### config.mk
export PLATFORM = sky130hd
export DESIGN_NAME = fsm_conf_seq
export DESIGN_NICKNAME = d
export VERILOG_FILES = /design/src/rtl/fsm_conf_pkg.sv /design/src/rtl/fsm_mealy_ref.sv /design/src/rtl/fsm_suite_rom.sv /design/src/rtl/fsm_conf_seq.sv
export SDC_FILE = /design/constraint.sdc
export NUM_CORES = 1
export LEC_CHECK = 0
export BUFFER_PORTS_ARGS = -buffer_cell sky130_fd_sc_hd__buf_4
export CORE_ASPECT_RATIO = 1.1
export CORE_MARGIN = 1.5
export CORE_UTILIZATION = 50
export CTS_BUF_LIST = sky130_fd_sc_hd__clkbuf_8
export DETAILED_ROUTE_END_ITERATION = 8
export PLACE_DENSITY = 0.81
export SETUP_SLACK_MARGIN = 0.02
export SLEW_MARGIN = 20
export SYNTH_ARGS = -nofsm -noshare
export SYNTH_HDL_FRONTEND = slang
export SYNTH_HIERARCHICAL = 1
export SYNTH_SLANG_ARGS = --single-unit
### constraint.sdc
create_clock -name clk_i -period 3 [get_ports clk_i]
set_clock_uncertainty 0.2 [all_clocks]
set_input_delay 0 -clock clk_i [delete_from_list [all_inputs] [get_ports clk_i]]
set_output_delay 0 -clock clk_i [all_outputs]
set_load 0.005 [all_outputs]
### src/rtl/fsm_conf_pkg.sv
`timescale 1ns/1ps
package fsm_conf_pkg;
  localparam int SEQ_MAX  = 6;
  localparam int IDX_W    = $clog2(SEQ_MAX + 1);
  localparam int CASE_MAX = 12;
  localparam int CASE_W   = $clog2(CASE_MAX);

  typedef enum logic [1:0] {ST_S1, ST_S2, ST_S3} mstate_e;
  typedef enum logic [1:0] {MODE_TOUR = 2'd0, MODE_DS = 2'd1, MODE_W = 2'd2, MODE_UIO = 2'd3} mode_e;
  localparam logic [1:0] FC_NONE     = 2'd0;
  localparam logic [1:0] FC_OUTPUT   = 2'd1;
  localparam logic [1:0] FC_TRANSFER = 2'd2;

  // seq is left-aligned: step k applies seq[SEQ_MAX-1-k]
  typedef struct packed {
    logic [IDX_W-1:0]   len;
    logic [IDX_W-1:0]   chk_lo;
    logic [IDX_W-1:0]   chk_hi;
    logic [SEQ_MAX-1:0] seq;
  } case_t;

  function automatic case_t mk_case(int len, int lo, int hi, logic [SEQ_MAX-1:0] s);
    case_t c;
    c.len    = IDX_W'(len);
    c.chk_lo = IDX_W'(lo);
    c.chk_hi = IDX_W'(hi);
    c.seq    = s;
    return c;
  endfunction
endpackage

### src/rtl/fsm_mealy_ref.sv
`timescale 1ns/1ps
module fsm_mealy_ref import fsm_conf_pkg::*; #(
  parameter int FAULT = 0  // 0 none, 1 s1/a outputs 1, 2 s3/b stays in s3
) (
  input  logic clk_i,
  input  logic rst_ni,
  input  logic clr_i,
  input  logic sym_i,
  input  logic step_i,
  output logic out_o
);
  mstate_e st_q, st_d;
  logic    o_d, out_q;

  always_comb begin
    st_d = st_q;
    o_d  = 1'b0;
    unique case (st_q)
      ST_S1: if (sym_i) begin o_d = 1'b1; st_d = ST_S2; end
             else       begin o_d = 1'b0; st_d = ST_S1; end
      ST_S2: if (sym_i) begin o_d = 1'b1; st_d = ST_S3; end
             else       begin o_d = 1'b1; st_d = ST_S2; end
      ST_S3: if (sym_i) begin o_d = 1'b0; st_d = ST_S1; end
             else       begin o_d = 1'b0; st_d = ST_S3; end
      default: begin o_d = 1'b0; st_d = ST_S1; end
    endcase
    if (FAULT == 1 && st_q == ST_S1 && !sym_i) o_d = 1'b1;
    if (FAULT == 2 && st_q == ST_S3 && sym_i)  st_d = ST_S3;
  end

  always_ff @(posedge clk_i or negedge rst_ni) begin
    if (!rst_ni) begin
      st_q  <= ST_S1;
      out_q <= 1'b0;
    end else if (clr_i) begin
      st_q  <= ST_S1;
      out_q <= 1'b0;
    end else if (step_i) begin
      st_q  <= st_d;
      out_q <= o_d;
    end
  end

  assign out_o = out_q;
endmodule

### src/rtl/fsm_suite_rom.sv
`timescale 1ns/1ps
module fsm_suite_rom import fsm_conf_pkg::*; (
  input  mode_e             mode_i,
  input  logic [CASE_W-1:0] idx_i,
  output case_t             rec_o,
  output logic [CASE_W-1:0] last_idx_o
);
  int unsigned k;

  always_comb begin
    k          = int'(idx_i);
    rec_o      = mk_case(6, 0, 5, 6'b010101);
    last_idx_o = '0;
    unique case (mode_i)
      MODE_TOUR: begin
        last_idx_o = CASE_W'(0);
        rec_o      = mk_case(6, 0, 5, 6'b010101);  // ababab
      end
      MODE_DS: begin
        last_idx_o = CASE_W'(5);
        case (k)
          0: rec_o = mk_case(3, 0, 0, 6'b001000);
          1: rec_o = mk_case(3, 0, 0, 6'b101000);
          2: rec_o = mk_case(4, 1, 1, 6'b100100);
          3: rec_o = mk_case(4, 1, 1, 6'b110100);
          4: rec_o = mk_case(5, 2, 2, 6'b110010);
          default: rec_o = mk_case(5, 2, 2, 6'b111010);
        endcase
      end
      MODE_W: begin
        last_idx_o = CASE_W'(11);
        case (k)
          0:  rec_o = mk_case(2, 0, 0, 6'b000000);
          1:  rec_o = mk_case(2, 0, 0, 6'b010000);
          2:  rec_o = mk_case(2, 0, 0, 6'b100000);
          3:  rec_o = mk_case(2, 0, 0, 6'b110000);
          4:  rec_o = mk_case(3, 1, 1, 6'b100000);
          5:  rec_o = mk_case(3, 1, 1, 6'b101000);
          6:  rec_o = mk_case(3, 1, 1, 6'b110000);
          7:  rec_o = mk_case(3, 1, 1, 6'b111000);
          8:  rec_o = mk_case(4, 2, 2, 6'b110000);
          9:  rec_o = mk_case(4, 2, 2, 6'b110100);
          10: rec_o = mk_case(4, 2, 2, 6'b111000);
          default: rec_o = mk_case(4, 2, 2, 6'b111100);
        endcase
      end
      MODE_UIO: begin
        last_idx_o = CASE_W'(5);
        case (k)
          0: rec_o = mk_case(3, 0, 0, 6'b001000);
          1: rec_o = mk_case(2, 0, 0, 6'b100000);
          2: rec_o = mk_case(3, 1, 1, 6'b100000);
          3: rec_o = mk_case(3, 1, 1, 6'b111000);
          4: rec_o = mk_case(4, 2, 2, 6'b110100);
          default: rec_o = mk_case(5, 2, 2, 6'b111010);
        endcase
      end
      default: ;
    endcase
  end
endmodule

### src/rtl/fsm_conf_seq.sv
`timescale 1ns/1ps
module fsm_conf_seq import fsm_conf_pkg::*; (
  input  logic              clk_i,
  input  logic              rst_ni,
  input  logic              start_i,
  input  logic [1:0]        mode_i,
  output logic              mut_clr_o,
  output logic              mut_sym_o,
  output logic              mut_step_o,
  input  logic              mut_out_i,
  output logic              busy_o,
  output logic              done_o,
  output logic              pass_o,
  output logic [1:0]        fault_code_o,
  output logic [CASE_W-1:0] fail_case_o
);
  typedef enum logic [2:0] {SQ_IDLE, SQ_CLR, SQ_STEP, SQ_CMP, SQ_DONE} sq_e;

  sq_e               st_q;
  mode_e             mode_q;
  logic [CASE_W-1:0] case_q, last_idx, fail_q;
  logic [IDX_W-1:0]  step_q, sym_pos;
  logic [1:0]        fcode_q;
  logic              pass_q, gold_out;
  logic              mism, in_setup, in_chk, last_step, last_case;
  case_t             rec;

  fsm_suite_rom u_rom (
    .mode_i    (mode_q),
    .idx_i     (case_q),
    .rec_o     (rec),
    .last_idx_o(last_idx)
  );

  fsm_mealy_ref #(.FAULT(0)) u_gold (
    .clk_i (clk_i),
    .rst_ni(rst_ni),
    .clr_i (mut_clr_o),
    .sym_i (mut_sym_o),
    .step_i(mut_step_o),
    .out_o (gold_out)
  );

  assign sym_pos    = IDX_W'(SEQ_MAX - 1) - step_q;
  assign mut_sym_o  = rec.seq[sym_pos];
  assign mut_clr_o  = (st_q == SQ_CLR);
  assign mut_step_o = (st_q == SQ_STEP);

  assign mism      = mut_out_i != gold_out;
  assign in_setup  = step_q < rec.chk_lo;
  assign in_chk    = step_q <= rec.chk_hi;
  assign last_step = step_q == (rec.len - IDX_W'(1));
  assign last_case = case_q == last_idx;

  always_ff @(posedge clk_i or negedge rst_ni) begin
    if (!rst_ni) begin
      st_q    <= SQ_IDLE;
      mode_q  <= MODE_TOUR;
      case_q  <= '0;
      step_q  <= '0;
      pass_q  <= 1'b0;
      fcode_q <= FC_NONE;
      fail_q  <= '0;
    end else begin
      unique case (st_q)
        SQ_IDLE, SQ_DONE: if (start_i) begin
          mode_q  <= mode_e'(mode_i);
          case_q  <= '0;
          step_q  <= '0;
          pass_q  <= 1'b0;
          fcode_q <= FC_NONE;
          fail_q  <= '0;
          st_q    <= SQ_CLR;
        end
        SQ_CLR: begin
          step_q <= '0;
          st_q   <= SQ_STEP;
        end
        SQ_STEP: st_q <= SQ_CMP;
        SQ_CMP: begin
          if (mism && !in_setup) begin
            fcode_q <= in_chk ? FC_OUTPUT : FC_TRANSFER;
            fail_q  <= case_q;
            st_q    <= SQ_DONE;
          end else if (last_step) begin
            if (last_case) begin
              pass_q <= 1'b1;
              st_q   <= SQ_DONE;
            end else begin
              case_q <= case_q + 1'b1;
              st_q   <= SQ_CLR;
            end
          end else begin
            step_q <= step_q + 1'b1;
            st_q   <= SQ_STEP;
          end
        end
        default: st_q <= SQ_IDLE;
      endcase
    end
  end

  assign busy_o       = (st_q == SQ_CLR) || (st_q == SQ_STEP) || (st_q == SQ_CMP);
  assign done_o       = (st_q == SQ_DONE);
  assign pass_o       = pass_q;
  assign fault_code_o = fcode_q;
  assign fail_case_o  = fail_q;
endmodule

==> metrics.md, run 1 <==
| Metric | Value |
|---|---|
| Run status | completed |
| Total number of placement rows | 22 |
| Synthesized instance count | 202 |
| Ratio of routed vias to standard cells | 5.90 |
| Number of flip-flops and latches in the synthesized netlist | 22 |
| Cell area after synthesis | approximately 1700 um^2 |
| Initial antenna violation count | 0 |
| Global-route wire length before repair | 6390 um |
| Overall via count from detail_route | 1,570 |
| Chip Height | 64.2 um |
| Reg area | 556 um^2 |
| Area taken by multi-input logic gates | ~1100 um^2 |
| Fin. max-slew vios | 0 |
| Skew-Pair Late Insertion Delay | 0.26 ns |
| Number of non-filler instances in the completed layout | between 200 and 300 |
| Number of cells traversed by the worst register-to-register path | 11 |
| Slew at the pin closest to its max-slew limit | 0.741 ns |
| Clock tree from TritonCTS | done |
| Critical Path RT | 3.00 ns |
| Weighted congestion reported at the end of routability-driven placement | 0.899 |
| Total wirelength of the detailed-routed design | ~3900 um |
| Leading cell types by total area after synthesis | sky130_fd_sc_hd__dfrtp_1 32%, sky130_fd_sc_hd__ha_1 5.9%, sky130_fd_sc_hd__inv_1 4.2% |
| Power density normalized to cell area | 1000 nW/um^2 |
| Drt initial violations | 68 |
| Maximum clock frequency | 353 MHz |
| Via count of the first global-routing pass | 1,423 |
| Synth area leader | sky130_fd_sc_hd__dfrtp_1 |
| Post-Place Cell Area | 1890 um^2 |
| Final setup TNS | 0 ns |
| Setup slack of the most critical reg-to-reg path | 0.17 ns |
| CP Launch Type | flip-flop |
| Diode insertion count for antenna repair | 0 |
| Endpoint class of the critical path | flip-flop |
| Startpoint of the worst register-to-register path | mode_q[1] |
| Fraction of final layout cells with drive strength greater than 1 | 26.5% |
| Arrival time at the worst endpoint | approximately 2.8 ns |
| Synth cell types | 53 |
| Final Cell Area | just over 2000 um^2 |
| Total number of nets in the final design | 245 |
| Floorplan Core Area | 3300 um^2 |
| Layout overhead on the synthesized area | 22.1% |
| Largest net degree at the start of global routing | 23 |
| Clock transition at path regs | 0.08 ns |
| Count of max-cap constraint violations | 0 |
| Synth warn | 6 |
| Io pins | 18 |
| Largest vdd supply drop | 0.000584 V |
| Min Clock Period, post-route | 2.83 ns |
| Reg-to-reg critical path endpoint | pass_o |
| Clock Sink Count | 22 |
| Library cell used as clock root buffer | sky130_fd_sc_hd__clkbuf_8 |
| Mean instance size in the synthesized netlist | 8.42 um^2 |
| Asr flop ratio synth | 100% |
| DRT Pass-1 Iters | 4 |
| Endpoints failing hold | 0 |
| Type of the most critical hold path | input pin to async pin |
| Drt wl/cell | 14.7 um |
| Commonest cells in the netlist | 22 x sky130_fd_sc_hd__dfrtp_1, 19 x sky130_fd_sc_hd__inv_1, 16 x sky130_fd_sc_hd__nor2_1 |
| Die area | 3760 um^2 |
| Final-layout fill cell count | 279 |
| Cell with the most instances after synthesis | sky130_fd_sc_hd__dfrtp_1 |
| Dominant register cell in the synthesized netlist | sky130_fd_sc_hd__dfrtp_1 |
| Buffer depth of the longest clock path | 2 |
| Post-synthesis sequential area ratio | 32.4% |
| Count of buffers inserted at the top-level ports | 17 |
| Slew HR | about half |
| Total placed cells including tap cells | 254 |
| Number of setup violations in the final report | 0 |
| CTS HTree Levels | 1 |
| Dpl hpwl | 2780 um |
| Fraction of post-synthesis cell area in the top cell type by area | 32.4% |
| ANT nets after route | 0 |
| Tot GR Track Use | 21.8% |
| Total CTS buffers | 3 |
| Die X-Extent | 58.6 um |
| Leakage component of the power | 0.000947 uW |
| Global-route congestion overflow total | 0 |
| Unrepaired setup endpoints after global routing | false |
| Starting density of the core | between 50% and 60% |
| Mapped Nets | between 200 and 250 |
| Final period utilization | 94.4% |
| Number of flops mapped to enable cells by yosys | 0 |
| Crit path max fanout | 6 |
| Critical path class | flip-flop to flip-flop |
| Remaining design rule violation count | 0 |
[through the flow]
step	hold WS [ns]	power, uW	worst slack [ns]	utilization [%]
after global placement	-0.294	1740	0.112	57.3
after CTS	0.147	1970	0.0412	60.5
after global routing	0.183	2250	0.0338	62.9
after floorplan	-0.496	1430	0.0589	-
after detailed placement	-0.296	1770	0.0174	57.3
final	0.121	2080	0.168	62.9
[layer usage]
layer  share of wire [%]  vias up  track usage [%]
li1                    -      760                -
met1                  45      760             30.7
met2                  50       40             34.6
met3                 3.3       10             1.62
met4                 1.9        0             8.52
met5                   0        -                0
[area by class of cell]
type | instances | area share, %
multi-input cells | 145 | 50.7
flip-flops and latches | 22 | 26.7
repair buffers | 38 | 14.3
inverters | 21 | 3.92
well taps | 36 | 2.17
clock buffers | 3 | 1.99
clock inverters | 1 | 0.181
[kinds of logic (layout without fill, tap and decap cells)]
logic type / count (synthesis) / in the layout / synth area share, %
simple gates: 76 / 76 / 24.7
compound gates: 45 / 45 / 17.1
buf+inv: 35 / 63 / 9.49
flops: 22 / 22 / 32.4
xor+xnor: 9 / 9 / 5.59
fa+ha+maj: 8 / 8 / 5.89
mux: 6 / 6 / 4.56
other cells: 1 / 1 / 0.221
[repair_timing]
action	4_1_cts	5_1_grt
endpoints found under the hold margin	27	0
hold buffers	5	0
resized for setup	2	14
endpoints found under the setup margin	1	15
buffers inserted	0	3
pin swaps	0	4
[flip-flops by register name, indices dropped and copies added, names as in the netlist, 2 cells and up]
register,count
st_q,3
step_q,3
fault_code_o,2
fail_case_o,4
case_q,4
mode_q,2
u_gold/st_q,2
[where the power goes]
part | internal (uW) | switching [uW]
Combinational | 654 | 707
Sequential | 402 | 138
Clock | 91.2 | 92.3
[cells in the final DEF, fill, tap and decap left out, drive strengths merged, types with 2 or more instances in the layout]
master	netlist	layout
nor2	16	16
nand3b	3	3
xnor2	8	8
a21o	2	2
nand2	16	16
mux2i	4	4
o31ai	2	2
buf	9	34
a21oi	11	11
nor4	2	2
nor2b	3	3
or2	2	2
inv	21	22
nor3	7	7
or4	2	2
nand2b	6	6
ha	8	8
o21a	3	3
a31oi	4	4
o211ai	2	2
nor4b	2	2
or3	4	4
nand3	8	8
o21ai	11	11
dfrtp	22	22
dlygate4sd3	0	4
clkbuf	5	3
[worst max-delay path by stage]
stage | from | endpoint | slack (ns) | depth (start not counted)
4_1_cts | case_q[1] | case_q[3] | 0.04 | 10
2_1_floorplan | case_q[2] | case_q[3] | 0.06 | 11
3_3_place_gp | case_q[3] | case_q[3] | 0.11 | 10
6_report | mode_q[1] | pass_o | 0.17 | 11
3_5_place_dp | case_q[1] | case_q[3] | 0.02 | 10
5_1_grt | mode_q[1] | pass_o | 0.03 | 11
[worst max-delay path, cell delays in order, from the launching register on]
cell,delay (ns)
sky130_fd_sc_hd__dfrtp_2,0.42
sky130_fd_sc_hd__buf_6,0.12
sky130_fd_sc_hd__a21oi_1,0.06
sky130_fd_sc_hd__a211o_1,0.28
sky130_fd_sc_hd__nor3_2,0.18
sky130_fd_sc_hd__inv_1,0.10
sky130_fd_sc_hd__ha_4,0.16
sky130_fd_sc_hd__xor3_2,0.26
sky130_fd_sc_hd__or3_1,0.40
sky130_fd_sc_hd__or3_1,0.37
sky130_fd_sc_hd__nor2_1,0.11
sky130_fd_sc_hd__o21a_1,0.11
(Power assumes the default switching activity.)
==> run 2, diff against run 1 <==
--- a/config.mk
+++ b/config.mk
@@ -5,6 +5,7 @@
 export SDC_FILE = /design/constraint.sdc
 export NUM_CORES = 1
 export LEC_CHECK = 0
+export ABC_AREA = 1
 export BUFFER_PORTS_ARGS = -buffer_cell sky130_fd_sc_hd__buf_4
 export CORE_ASPECT_RATIO = 1.1
 export CORE_MARGIN = 1.5
==> run 2 against run 1 <==
Against the previous run:
- critical path depth grew 5
- sequential cell count is the same
- via count grew 11%
- cell count grew 28%
- critical path type unchanged
- register-to-register slack gained 0.11 ns
- sequential share of layout area shrank 0.37 points
- maximum frequency grew 3.9%
- hold slack lost 0.020 ns
- count of clock-buffer cells in the layout is the same
- non-clock buffer count shrank 13
==> metrics.md, run 2 <==
| Metric | Value |
|---|---|
| Run status | completed |
| Mean instance size in the synthesized netlist | 6.77 um^2 |
| Post-synthesis sequential area ratio | between 20 and 30% |
| Tot GR Track Use | 22.5% |
| Synth warn | 6 |
| Maximum clock frequency | approximately 370 MHz |
| Fin. max-slew vios | 0 |
| Ratio of routed vias to standard cells | 5.12 |
| Unrepaired setup endpoints after global routing | false |
| Most used cell, CP | sky130_fd_sc_hd__nand2_1 |
| Global-route congestion overflow total | 0 |
| Post-cts sizing count | 0 |
| Skew-Pair Late Insertion Delay | 0.26 ns |
| Detail Route met3 WL | 214 um |
| Leading cell types by total area after synthesis | sky130_fd_sc_hd__dfrtp_1 30%, sky130_fd_sc_hd__nand2_1 16%, sky130_fd_sc_hd__inv_1 7.8% |
| Number of flops mapped to enable cells by yosys | 0 |
| Post-Place Cell Area | 1980 um^2 |
| Layout overhead on the synthesized area | 13.7% |
| Endpoint class of the critical path | flip-flop |
| Number of setup violations in the final report | 0 |
| Fraction of final layout cells with drive strength greater than 1 | approximately a fifth |
| Via count of the first global-routing pass | 1,535 |
| Dpl hpwl | between 2000 and 3000 um |
| Total CTS buffers | 3 |
| Minimum setup slack in the final design | 0.273 ns |
| Drt initial violations | between 50 and 60 |
| Die area | 4040 um^2 |
| Type of the most critical hold path | input pin to flip-flop |
| Remaining design rule violation count | 0 |
| Overall via count from detail_route | between 1.5k and 2k |
| CP Launch Type | flip-flop |
| Synthesized instance count | 271 |
| ANT nets after route | 0 |
| Endpoints failing hold | 0 |
| Met2 Wirelength | 1890 um |
| Clock Sink Count | 22 |
| Clock transition at path regs | 0.08 ns |
| Leakage component of the power | 0.00109 uW |
| Total wirelength of the detailed-routed design | 3950 um |
| Max layer used | met4 |
| Asr flop ratio synth | 100% |
| Synth cell types | 34 |
| DRT Pass-1 Iters | 4 |
| Commonest cells in the netlist | 78 x sky130_fd_sc_hd__nand2_1, 38 x sky130_fd_sc_hd__inv_1, 25 x sky130_fd_sc_hd__nor2_1 |
| Hold wc startpoint | mut_out_i |
| Setup slack of the most critical reg-to-reg path | 0.27 ns |
| Final setup TNS | 0 ns |
| Ordered cell list for the critical path | inv_1 > nor2_2 > nand2_1 > o21ai_0 > inv_1 > ha_1 > nand2_1 > inv_1 > nand2_1 > nand2_2 > nand3_2 > nand2_2 > nor2_2 > nand2_2 > nand2_1 > nand2_1 |
| Total placed cells including tap cells | 330 |
| Commonest non-fill, non-tap cells in the layout | 78 x sky130_fd_sc_hd__nand2_1, 38 x sky130_fd_sc_hd__inv_1, 25 x sky130_fd_sc_hd__nor2_1, 23 x sky130_fd_sc_hd__nand3_1, 22 x sky130_fd_sc_hd__dfrtp_1 |
| Crit path launch | mode_q[1] |
| Mapped Nets | 285 |
| Cell area after synthesis | 1840 um^2 |
| Critical-path cell with the highest stage delay | sky130_fd_sc_hd__dfrtp_1 |
| Count of buffers inserted at the top-level ports | 17 |
| Largest vdd supply drop | about 0.0005 V |
| End point of the critical path | step_q[2] |
| Final Cell Area | roughly 2100 um^2 |
| Crit path max fanout | 13 |
| Most common library cell in the layout ignoring fill and taps | sky130_fd_sc_hd__nand2_1 |
| Clock tree from TritonCTS | done |
| Chip Height | 66.5 um |
| Critical path class | flip-flop to flip-flop |
| CTS HTree Levels | 1 |
| Critical Path RT | 2.96 ns |
| Dominant register cell in the synthesized netlist | sky130_fd_sc_hd__dfrtp_1 |
| Min Clock Period, post-route | roughly 2.7 ns |
| Diode insertion count for antenna repair | 0 |
| Total number of placement rows | 22 |
| Power density normalized to cell area | 819 nW/um^2 |
| Reg-to-reg critical path endpoint | step_q[2] |
| Starting density of the core | 53.8% |
| Number of non-filler instances in the completed layout | 340 |
| Die X-Extent | roughly 60 um |
| Io pins | 18 |
| Fin util | 61.1% |
| Global-route wire length before repair | approximately 6900 um |
| WL met1 | 1800 um |
| Final period utilization | 90.9% |
| Number of cells traversed by the worst register-to-register path | 16 |
| Buffer depth of the longest clock path | 2 |
| Crit path largest cell delay | 0.47 ns |
| Initial antenna violation count | 0 |
| Weighted congestion reported at the end of routability-driven placement | 0.862 |
| Synth area leader | sky130_fd_sc_hd__dfrtp_1 |
| Number of flip-flops and latches in the synthesized netlist | 22 |
| Cell with the most instances after synthesis | sky130_fd_sc_hd__nand2_1 |
| Arrival time at the worst endpoint | approximately 2.7 ns |
| Largest net degree at the start of global routing | 23 |
| Fraction of post-synthesis cell area in the top cell type by area | 30.0% |
| Startpoint of the worst register-to-register path | mode_q[1] |
| Count of max-cap constraint violations | 0 |
| Floorplan Core Area | 3410 um^2 |
| Worst Setup Slack post-DPL | 0.355 ns |
| Library cell used as clock root buffer | sky130_fd_sc_hd__clkbuf_8 |
| Drt wl/cell | roughly 12 um |
| Total number of nets in the final design | 308 |
-- run 2: cell types whose count changed after synthesis, moves of 5 or more --
cell	before	now
sky130_fd_sc_hd__nor2_2	0	5
sky130_fd_sc_hd__nor2_1	16	25
sky130_fd_sc_hd__nand3_1	8	23
sky130_fd_sc_hd__inv_2	1	7
sky130_fd_sc_hd__xnor2_1	8	3
sky130_fd_sc_hd__nand2_1	15	78
sky130_fd_sc_hd__inv_1	19	38
sky130_fd_sc_hd__nand2b_1	6	0
-- run 2: report_power, final --
part	switching, uW	internal [uW]	total (uW)
Sequential	103	370	473
Combinational	661	393	1050
Clock	92.9	89.7	183
Total	857	853	1710
-- run 2: per-layer routing --
layer	vias up	GRT usage, %
li1	893	-
met5	-	0
met2	48	34.4
met1	796	33.0
met4	0	6.25
met3	5	2.91
-- run 2: repair_timing --
action,in CTS,in global routing
buffers inserted,0,0
hold endpoints to repair,27,0
endpoints found under the setup margin,0,0
hold buffers,7,0
-- run 2: worst min-delay path by stage --
stage	to	slack [ns]	depth (start not counted)
2_1_floorplan	case_q[0]	-0.50	0
3_3_place_gp	fail_case_o[2]	-0.30	1
3_5_place_dp	fail_case_o[2]	-0.30	1
4_1_cts	pass_o	0.10	5
5_1_grt	fail_case_o[1]	0.16	4
6_report	pass_o	0.10	5
-- run 2: layout make-up --
class	instances	area, um^2
Fill cell	321	1330
Multi-Input combinational cell	197	1070
Sequential cell	22	551
Timing Repair Buffer	25	200
Inverter	45	169
Tap cell	48	60.1
Clock buffer	3	41.3
-- run 2: per-stage QoR --
step | hold WS (ns) | total power, uW
after detailed placement | -0.296 | 1510
after CTS | 0.101 | 1710
after floorplan | -0.496 | 1280
after global routing | 0.155 | 1890
after global placement | -0.300 | 1490
final | 0.101 | 1710
-- run 2: worst max-delay path: cells and delay by family (launching register included) --
kind | cells | cell delay [ns]
buf+inv | 3 | 0.23
flops | 1 | 0.47
fa+ha+maj | 1 | 0.29
simple gates | 11 | 1.31
compound gates | 1 | 0.14
-- run 2: logic make-up after synthesis --
family | share of synthesized area (%)
compound gates | 8.93
xor+xnor | 2.39
fa+ha+maj | 5.45
buf+inv | 11.9
flops | 30.0
other cells | 0.204
simple gates | 41.1
